File: src/rtl/mcs_pkg.sv
package mcs_pkg;
  typedef enum logic [1:0] {
    CLS_BG   = 2'd0,
    CLS_SOFT = 2'd1,
    CLS_HARD = 2'd2,
    CLS_BAD  = 2'd3
  } cls_e;

  typedef enum logic [1:0] {
    OP_CONFIG  = 2'd0,
    OP_RELEASE = 2'd1,
    OP_REMOVE  = 2'd2,
    OP_NOP     = 2'd3
  } op_e;
endpackage

File: src/rtl/mcs_task_entry.sv
module mcs_task_entry #(
  parameter int TIME_W = 16,
  parameter int SEQ_W  = 8
) (
  input  logic              clk,
  input  logic              rst_n,
  input  logic [TIME_W-1:0] now,
  input  logic              cfg_we,
  input  logic [1:0]        cfg_cls,
  input  logic [TIME_W-1:0] cfg_period,
  input  logic [TIME_W-1:0] cfg_rel,
  input  logic              rm,
  input  logic              sw_rel,
  input  logic              done_clr,
  input  logic [SEQ_W-1:0]  seq_in,
  output logic              rel_req,
  output logic              valid_o,
  output logic              ready_o,
  output logic [1:0]        cls_o,
  output logic [TIME_W-1:0] period_o,
  output logic [TIME_W-1:0] dl_o,
  output logic [SEQ_W-1:0]  seq_o
);
  logic [TIME_W-1:0] rel_q;
  logic [TIME_W-1:0] cnt_q;
  logic              timer_fire;

  assign timer_fire = valid_o && (period_o != '0) && (cnt_q == TIME_W'(1));
  assign rel_req    = valid_o && !ready_o && (sw_rel || timer_fire) && !cfg_we && !rm;

  always_ff @(posedge clk) begin
    if (!rst_n) begin
      valid_o  <= 1'b0;
      ready_o  <= 1'b0;
      cls_o    <= '0;
      period_o <= '0;
      rel_q    <= '0;
      cnt_q    <= '0;
      dl_o     <= '0;
      seq_o    <= '0;
    end else if (cfg_we) begin
      valid_o  <= 1'b1;
      ready_o  <= 1'b0;
      cls_o    <= cfg_cls;
      period_o <= cfg_period;
      rel_q    <= cfg_rel;
      cnt_q    <= cfg_period;
      dl_o     <= '0;
      seq_o    <= '0;
    end else if (rm) begin
      valid_o <= 1'b0;
      ready_o <= 1'b0;
      cnt_q   <= '0;
    end else begin
      if (timer_fire)         cnt_q <= period_o;
      else if (cnt_q != '0)   cnt_q <= cnt_q - TIME_W'(1);
      if (rel_req) begin
        ready_o <= 1'b1;
        dl_o    <= now + rel_q;
        seq_o   <= seq_in;
      end else if (done_clr) begin
        ready_o <= 1'b0;
      end
    end
  end
endmodule

File: src/rtl/mcs_select.sv
module mcs_select #(
  parameter int N      = 8,
  parameter int TIME_W = 16,
  parameter int SEQ_W  = 8,
  localparam int IDX_W = $clog2(N)
) (
  input  logic [N-1:0]             ready,
  input  logic [N-1:0][1:0]        cls,
  input  logic [N-1:0][TIME_W-1:0] period,
  input  logic [N-1:0][TIME_W-1:0] dl,
  input  logic [N-1:0][SEQ_W-1:0]  seq,
  output logic                     sel_valid,
  output logic [IDX_W-1:0]         sel_id
);
  import mcs_pkg::*;

  always_comb begin
    logic              win;
    logic [TIME_W-1:0] dl_diff;
    logic [SEQ_W-1:0]  seq_diff;
    sel_valid = 1'b0;
    sel_id    = '0;
    for (int i = 0; i < N; i++) begin
      win      = 1'b0;
      dl_diff  = dl[i] - dl[sel_id];
      seq_diff = seq[i] - seq[sel_id];
      if (!sel_valid) begin
        win = 1'b1;
      end else if (cls[i] != cls[sel_id]) begin
        win = cls[i] > cls[sel_id];
      end else begin
        case (cls[i])
          CLS_HARD: win = dl_diff[TIME_W-1];
          CLS_SOFT: win = period[i] < period[sel_id];
          default:  win = seq_diff[SEQ_W-1];
        endcase
      end
      if (ready[i] && win) begin
        sel_valid = 1'b1;
        sel_id    = IDX_W'(i);
      end
    end
  end
endmodule

File: src/rtl/mcs_sched.sv
module mcs_sched #(
  parameter int N      = 8,
  parameter int TIME_W = 16,
  parameter int SEQ_W  = 8,
  localparam int IDX_W = $clog2(N),
  localparam int CNT_W = $clog2(N + 1)
) (
  input  logic              clk,
  input  logic              rst_n,
  input  logic              cmd_valid,
  output logic              cmd_ready,
  input  logic [1:0]        cmd_op,
  input  logic [IDX_W-1:0]  cmd_id,
  input  logic [1:0]        cmd_cls,
  input  logic [TIME_W-1:0] cmd_period,
  input  logic [TIME_W-1:0] cmd_rel_dl,
  input  logic              task_done,
  output logic              disp_valid,
  output logic [IDX_W-1:0]  disp_id
);
  import mcs_pkg::*;

  logic                     cmd_fire;
  logic [TIME_W-1:0]        now_q;
  logic [SEQ_W-1:0]         seq_ctr;
  logic [CNT_W-1:0]         rel_cnt;
  logic [N-1:0]             rel_req;
  logic [N-1:0]             valid_vec;
  logic [N-1:0]             ready_vec;
  logic [N-1:0][1:0]        cls_vec;
  logic [N-1:0][TIME_W-1:0] period_vec;
  logic [N-1:0][TIME_W-1:0] dl_vec;
  logic [N-1:0][SEQ_W-1:0]  seq_vec;
  logic [N-1:0][SEQ_W-1:0]  seq_in;
  logic                     sel_valid;
  logic [IDX_W-1:0]         sel_id;

  assign cmd_fire = cmd_valid && cmd_ready;

  always_comb begin
    logic [CNT_W-1:0] acc;
    acc = '0;
    for (int i = 0; i < N; i++) begin
      seq_in[i] = seq_ctr + SEQ_W'(acc);
      acc       = acc + CNT_W'(rel_req[i]);
    end
    rel_cnt = acc;
  end

  for (genvar g = 0; g < N; g++) begin : g_entry
    logic hit;
    assign hit = cmd_fire && (cmd_id == IDX_W'(g));
    mcs_task_entry #(.TIME_W(TIME_W), .SEQ_W(SEQ_W)) u_entry (
      .clk       (clk),
      .rst_n     (rst_n),
      .now       (now_q),
      .cfg_we    (hit && (cmd_op == OP_CONFIG) && (cmd_cls != CLS_BAD)),
      .cfg_cls   (cmd_cls),
      .cfg_period(cmd_period),
      .cfg_rel   (cmd_rel_dl),
      .rm        (hit && (cmd_op == OP_REMOVE)),
      .sw_rel    (hit && (cmd_op == OP_RELEASE)),
      .done_clr  (task_done && disp_valid && (disp_id == IDX_W'(g))),
      .seq_in    (seq_in[g]),
      .rel_req   (rel_req[g]),
      .valid_o   (valid_vec[g]),
      .ready_o   (ready_vec[g]),
      .cls_o     (cls_vec[g]),
      .period_o  (period_vec[g]),
      .dl_o      (dl_vec[g]),
      .seq_o     (seq_vec[g])
    );
  end

  mcs_select #(.N(N), .TIME_W(TIME_W), .SEQ_W(SEQ_W)) u_select (
    .ready    (ready_vec),
    .cls      (cls_vec),
    .period   (period_vec),
    .dl       (dl_vec),
    .seq      (seq_vec),
    .sel_valid(sel_valid),
    .sel_id   (sel_id)
  );

  always_ff @(posedge clk) begin
    if (!rst_n) begin
      cmd_ready  <= 1'b0;
      now_q      <= '0;
      seq_ctr    <= '0;
      disp_valid <= 1'b0;
      disp_id    <= '0;
    end else begin
      cmd_ready  <= 1'b1;
      now_q      <= now_q + TIME_W'(1);
      seq_ctr    <= seq_ctr + SEQ_W'(rel_cnt);
      disp_valid <= sel_valid;
      disp_id    <= sel_id;
    end
  end
endmodule

File: config.mk
export PLATFORM = sky130hd
export DESIGN_NAME = mcs_sched
export DESIGN_NICKNAME = d
export VERILOG_FILES = /design/src/rtl/mcs_pkg.sv /design/src/rtl/mcs_task_entry.sv /design/src/rtl/mcs_select.sv /design/src/rtl/mcs_sched.sv
export SDC_FILE = /design/constraint.sdc
export NUM_CORES = 2
export LEC_CHECK = 0
export BUFFER_PORTS_ARGS = -buffer_cell sky130_fd_sc_hd__buf_2
export CORE_MARGIN = 5
export CORE_UTILIZATION = 50
export CTS_CLUSTER_SIZE = 8
export DETAILED_ROUTE_END_ITERATION = 8
export MAX_ROUTING_LAYER = met4
export PLACE_DENSITY_LB_ADDON = 0.15
export SETUP_SLACK_MARGIN = 0.4
export SLEW_MARGIN = 20
export SYNTH_ARGS = -nofsm -noshare
export SYNTH_HDL_FRONTEND = slang
export SYNTH_HIERARCHICAL = 1
export SYNTH_SLANG_ARGS = --single-unit
File: constraint.sdc
create_clock -name clk -period 49.4 [get_ports clk]
set_clock_uncertainty 0.1 [all_clocks]
set_input_delay 9.88 -clock clk [delete_from_list [all_inputs] [get_ports clk]]
set_output_delay 9.88 -clock clk [all_outputs]
set_load 0.005 [all_outputs]
# == Word-level counts from Yosys, hierarchy flattened ==
# Cells that the tools add are included.
# word_totals
out_inout_bits,5
inputBits,43
ff_bits,637
elab_cells,543
# classes
mux,149
n_addsub,46
n_lt_le_gt_ge,20
eq_ne,46
reduce_logical,204
bitwise,9
# op_table
operator,count
two-way mux 16 bit,44
binary-select mux 16 bit (select 3 bit),12
nonzero test 16 bit,16
binary-select mux 8 bit (select 3 bit),6
adder 16 bit,8
"equality test 16 x 1 -> 1 bit, second input constant",8
"subtractor 16 x 1 -> 16 bit, second input constant",8
< comparator 16 bit,7
subtractor 16 bit,7
logical AND 1 bit,105
two-way mux 1 bit,56
subtractor 8 bit,7
two-way mux 8 bit,6
adder 8 x 4 -> 8 bit,5
binary-select mux 2 bit (select 3 bit),6
nonzero test 2 bit,16
nonzero test 4 bit,8
"equality test 3 bit, second input constant",8
zero test 1 bit,24
"< comparator 3 x 4 -> 1 bit, second input constant",6
OR reduction 3 bit,8
two-way mux 3 bit,6
"adder 16 x 1 -> 16 bit, second input constant",1
adder 4 x 1 -> 4 bit,4
other kinds (21),92

# == Longest topological paths before layout ==
# logic_depth
ltp_word,54
depth_mapped,135
depth_no_buf,120

# == Modules after synthesis ==
# The synthesis kept the hierarchy.
# by_module_without_submodules
mod,cells_each,instances,area_per_inst_um2,seq_area_each_um2
mcs_task_entry,455,8,3913.8,1521.5
mcs_select,2024,1,13465.4,0.0
mcs_sched,354,1,2946.6,580.6

# == Worst setup path after synthesis ==
# No wires, ideal clock.
# synth_timing
path_kind,register to register
start,reg g_entry[0].u_entry.dl_o[2]
end,reg disp_id[2]
setup_slack_ps,26618
arrival_time_ps,22567
n_path_buf,20
synth_period_minus_slack_ps,22782
setup_time_ps,115
stages_incl_launch_ff,130
path_cell_list,dfxtp_1 > inv_1 > ha_1 > a21o_1 > a31oi_1 > o21ai_1 > a211oi_2 > mux2_4 > o21ai_1 > buf_4 > buf_1 > buf_1 > mux2i_1 > ha_1 > a211oi_1 > o21ai_1 > a31o_1 > a211oi_1 > [... 94 more ...] > nor2_1 > a221oi_1 > ha_1 > a21oi_1 > nor2b_1 > o21ai_0 > nand2b_1 > a21oi_1 > nor2b_1 > o21ai_0 > nand2b_1 > a221o_1 > a21oi_1 > nand2b_1 > a211o_1 > o221ai_2 > nand2_1 > and2_1
# synth_between
elab_chain_len,54
# synth_rtl
element,line,source
start: declaration,mcs_task_entry.sv:21,"output logic [TIME_W-1:0] dl_o,"
start signal: assignment,mcs_task_entry.sv:59,dl_o <= now + rel_q;
subtractor 16 bit,mcs_select.sv:25,dl_diff = dl[i] - dl[sel_id];
case mux 1 bit (2 select lines),mcs_select.sv:32,case (cls[i])
two-way mux 1 bit,mcs_select.sv:29,end else if (cls[i] != cls[sel_id]) begin
two-way mux 1 bit,mcs_select.sv:27,if (!sel_valid) begin
logical AND 1 bit,mcs_select.sv:38,if (ready[i] && win) begin
two-way mux 1 bit,mcs_select.sv:38,
"binary-select mux 16 bit (select 3 bit), or another cell as far along",mcs_select.sv:25,
"two-way mux 16 bit (implied by the code), or another cell as far along",mcs_select.sv:25,
[... 39 more ...],-,
"two-way mux 16 bit (implied by the code), or another cell as far along",mcs_select.sv:25,
"subtractor 16 bit, or another cell as far along",mcs_select.sv:25,
case mux 1 bit (2 select lines),mcs_select.sv:32,
two-way mux 1 bit,mcs_select.sv:29,
two-way mux 1 bit,mcs_select.sv:27,
logical AND 1 bit,mcs_select.sv:38,
two-way mux 3 bit *,mcs_select.sv:38,
net sel_id[2],mcs_sched.sv:36,logic [IDX_W-1:0] sel_id;
end signal: assignment,mcs_sched.sv:97,disp_id <= sel_id;
end: declaration,mcs_sched.sv:19,output logic [IDX_W-1:0] disp_id
# Mark *: on every way through the listed nets, which the timed path passes. The rest lies on a longest branch. The select of a mux whose other input is x is not followed.
# A chain may end at the register's enable or synchronous reset.

# == Final worst setup path ==
# layout_timing
start,reg g_entry[0].u_entry.period_o[7]
end,reg disp_id[1]
# layout_between
elab_chain_len,54
# layout_rtl
element,line,source
start: declaration,mcs_task_entry.sv:20,"output logic [TIME_W-1:0] period_o,"
start signal: assignment,mcs_task_entry.sv:45,period_o <= cfg_period;
< comparator 16 bit,mcs_select.sv:34,CLS_SOFT: win = period[i] < period[sel_id];
case mux 1 bit (2 select lines),mcs_select.sv:32,
two-way mux 1 bit,mcs_select.sv:29,
two-way mux 1 bit,mcs_select.sv:27,
logical AND 1 bit,mcs_select.sv:38,
two-way mux 1 bit,mcs_select.sv:38,
"binary-select mux 16 bit (select 3 bit), or another cell as far along",mcs_select.sv:25,
"two-way mux 16 bit (implied by the code), or another cell as far along",mcs_select.sv:25,
[... 39 more ...],-,
"two-way mux 16 bit (implied by the code), or another cell as far along",mcs_select.sv:25,
"subtractor 16 bit, or another cell as far along",mcs_select.sv:25,
case mux 1 bit (2 select lines),mcs_select.sv:32,
two-way mux 1 bit,mcs_select.sv:29,
two-way mux 1 bit,mcs_select.sv:27,
logical AND 1 bit,mcs_select.sv:38,
two-way mux 3 bit *,mcs_select.sv:38,
net sel_id[1],mcs_sched.sv:36,
# Marks and branches as above.

==> results.ini <==
[yosys]
synth.cell_area_um2 = 47700
synthesis.yosys.warnings = 6
syn_nets = 6527
synth.yosys.seq_area_share = 0.267
edff_count_synth = 0
postSynthRegisterBits = 637
async_reset_ff_frac = 0
postSynthCellCount = 6018
synth_ff_type = dfxtp_1
post_synthesis_area_per_instance_um2 = 7.93
synth.distinct_cells = 90

[clock_network]
cts_post_setup_buffers_inserted = 0
cts.hold.buffers_added = 0
ctsResizeCount = 0
cts-buffers-inserted = 90
cts.sinks = 637
path_clk_slew_ns = 0.05
ctsRootBufferMaster = clkbuf_16
worst_skew_pair_latency_ns = 0.68
tritoncts = yes
cts_max_level = 3
ctsLongestPathBuffers = 3

[die]
die_area_um2 = 102000
io_pins = 48
die_y_um = 319
initial_core_util = 0.503
floorplan.core_area_um2 = 94900
rows = 113
chipWidth_um = 319

[timing]
timing.final.hold_violations = 0
worst_slew_pin_slew_ns = 1.17
post-route-min-period_ns = 26.74
portion_of_the_clock_cycle_consumed_by_the_worst_path_in_the_final_layout = 0.541
max_slew_violation_count = 0
max_clock_freq_mhz = 37.4
timing.slew.headroom = 0.219
grt_setup_unrepaired = no
finalSetupViolCount = 0
timing.setup.tns_ns = 0

[place]
port-buffer-count = 47
dp_hpwl_um = 134000
total_placed_cells_including_tap_cells = 7118
placement.cell_area_um2 = 49200
gp_congestion = 1.02

[global_routing]
grt_antenna_before_repair = 1
globalRoute.totalOverflow = 0
grt_usage = 0.350
grt_first_pass_wirelength_um = 269000
grt_max_degree = 120
number_of_global_route_vias_before_repair = 43200

[setup_path]
worst_ep_required_time_ns = 49.85
path_type_of_the_worst_setup_path = reg2reg
startpoint = g_entry[0].u_entry/period_o[7]
rr_startpoint = g_entry[0].u_entry/period_o[7]
crit_path_end_kind = register
worst-r2r-setup-slack_ns = 22.66
crit_top_cell = a21oi_1
slowest_stage_cell_on_the_critical_path = buf_4
crit_arrival_ns = 27.19
crit_path_max_incr_delay_ns = 0.85
path_max_fanout = 60
worstSetupStartpointType = register
reg2reg_depth = 119
timing.rr.end = disp_id[1]
crit_end = disp_id[1]

[drt]
wl_per_cell_um = 25.2
via_per_inst = 6.38
routed_wl_um = 182000
vias = 46100
detail_route.first_pass.iterations = 9
first_iter_violations = 4752
detail-route-antenna-nets = 0
drc = 1

[pwr]
cellPowerDensity_nw_per_um2 = 32.1
leakage_nw = 21.5
vdd.ir_drop.worst_v = 0.0000214

[worst_hold_path]
min-delay-path-class = reg2reg

[cells_and_area]
share_of_cells_above_drive_strength_1 = 0.0587
stdcell_count = 7224
syn2layout_area_growth_pct = 8.14
finish.net_count = 6454
finish.utilization = 0.544
postLayoutCellArea_um2 = 51600

[job]
maxCapViolations = 0

[run_status]
outcome = finished, violations left
failed_checks = design-rule violations

==> layout make-up <==
type | instances | area (um2)
multi-input cells | 4923 | 33300
inverters | 155 | 582
flip-flops and latches | 637 | 12800
well taps | 1265 | 1580
repair buffers | 138 | 941
diodes | 1 | 2.50
fillers | 9102 | 43300
clock buffers | 99 | 2340
clock inverters | 6 | 67.6
==> cell usage in the layout (no fill, tap or decap), types with 46 or more instances in the layout <==
cell type,count
nand2_1,808
buf_4,90
nand4_1,114
nand2b_1,142
mux2i_1,291
xnor2_1,156
nand3_1,158
nor2_1,335
nor3_1,100
a21boi_0,115
ha_1,449
a21oi_1,520
buf_2,46
a31oi_1,74
inv_1,147
and3_1,61
o211ai_1,121
o21ai_0,266
clkbuf_16,92
xor2_1,96
a211oi_1,61
nor2b_1,241
nor4_1,60
dfxtp_1,637
a21o_1,128
==> power breakdown <==
part	switching (W)	internal, W
combinational	0.000243	0.000219
sequential	0.0000606	0.000566
clock	0.000237	0.000330
==> stage by stage <==
step           hold WS, ns  worst slack, ns  total power, W
6_report             0.368            22.66         0.00165
5_1_grt              0.398            20.97         0.00174
4_1_cts              0.364            23.52         0.00166
3_5_place_dp         0.355            23.68         0.00109
3_3_place_gp         0.354            23.73         0.00108
2_1_floorplan        0.331            26.62        0.000994
==> layer usage <==
| metal | up-vias | part of all wire | global-route usage |
|---|---|---|---|
| li1 | 21600 | - | - |
| met1 | 22000 | 0.41 | 0.420 |
| met2 | 1945 | 0.46 | 0.570 |
| met3 | 561 | 0.066 | 0.0496 |
| met4 | 0 | 0.064 | 0.187 |
| met5 | - | 0 | - |
==> critical path: cells and delay by family, from the launching register on <==
| kind | cells | cell delay [ns] |
|---|---|---|
| adders and majority gates | 7 | 2.11 |
| buffers and inverters | 12 | 4.80 |
| xor gates and xnor gates | 2 | 0.57 |
| muxes | 2 | 0.55 |
| AOI/OAI and AO/OA | 58 | 11.59 |
| DFF | 1 | 0.46 |
| and+or+nand+nor | 38 | 6.21 |
==> synthesized netlist by cell type (all sizes together), types with 62 or more instances <==
master    n  area, um2
a211oi   63        483
a21boi  116        871
a21o    128        961
a21oi   521       2610
a31oi    75        484
and3     62        393
buf      75        349
clkbuf  228        856
dfxtp   637      12800
ha      449       5620
inv     147        552
mux2i   291       2910
nand2   809       3040
nand2b  143        895
nand3   162        821
nand4   114        713
nor2    351       1330
nor2b   241       1510
nor3    100        500
nor4     70        573
o211ai  121        908
o21ai   294       1480
xnor2   157       1390
xor2    100        906
==> kinds of logic after synthesis <==
| logic type | Yosys count | synth area share |
|---|---|---|
| flops | 637 | 0.267 |
| compound gates | 1608 | 0.214 |
| buf+inv | 458 | 0.0374 |
| fa+ha+maj | 466 | 0.125 |
| xor+xnor | 258 | 0.0487 |
| simple gates | 2264 | 0.238 |
| mux | 327 | 0.0697 |
==> how the worst min path moves through the flow <==
stage / cells past startpoint / end / from
CTS: 2 / g_entry[7].u_entry/dl_o[1] / g_entry[7].u_entry/dl_o[1]
global route: 2 / g_entry[7].u_entry/dl_o[6] / g_entry[7].u_entry/dl_o[6]
finish: 2 / g_entry[7].u_entry/dl_o[1] / g_entry[7].u_entry/dl_o[1]
detailed placement: 2 / g_entry[7].u_entry/dl_o[1] / g_entry[7].u_entry/dl_o[1]
floorplan: 2 / g_entry[0].u_entry/seq_o[4] / seq_ctr[4]
global placement: 2 / g_entry[7].u_entry/dl_o[1] / g_entry[7].u_entry/dl_o[1]
==> registers in the layout (all words and copies together), names as in the netlist <==
register	flops
g_entry.u_entry/valid_o	8
g_entry.u_entry/rel_q	128
g_entry.u_entry/dl_o	128
now_q	16
g_entry.u_entry/cnt_q	128
g_entry.u_entry/ready_o	8
disp_id	3
g_entry.u_entry/seq_o	64
g_entry.u_entry/cls_o	16
seq_ctr	8
cmd_ready	1
g_entry.u_entry/period_o	128
disp_valid	1
Power figures use the tool's default switching activity.
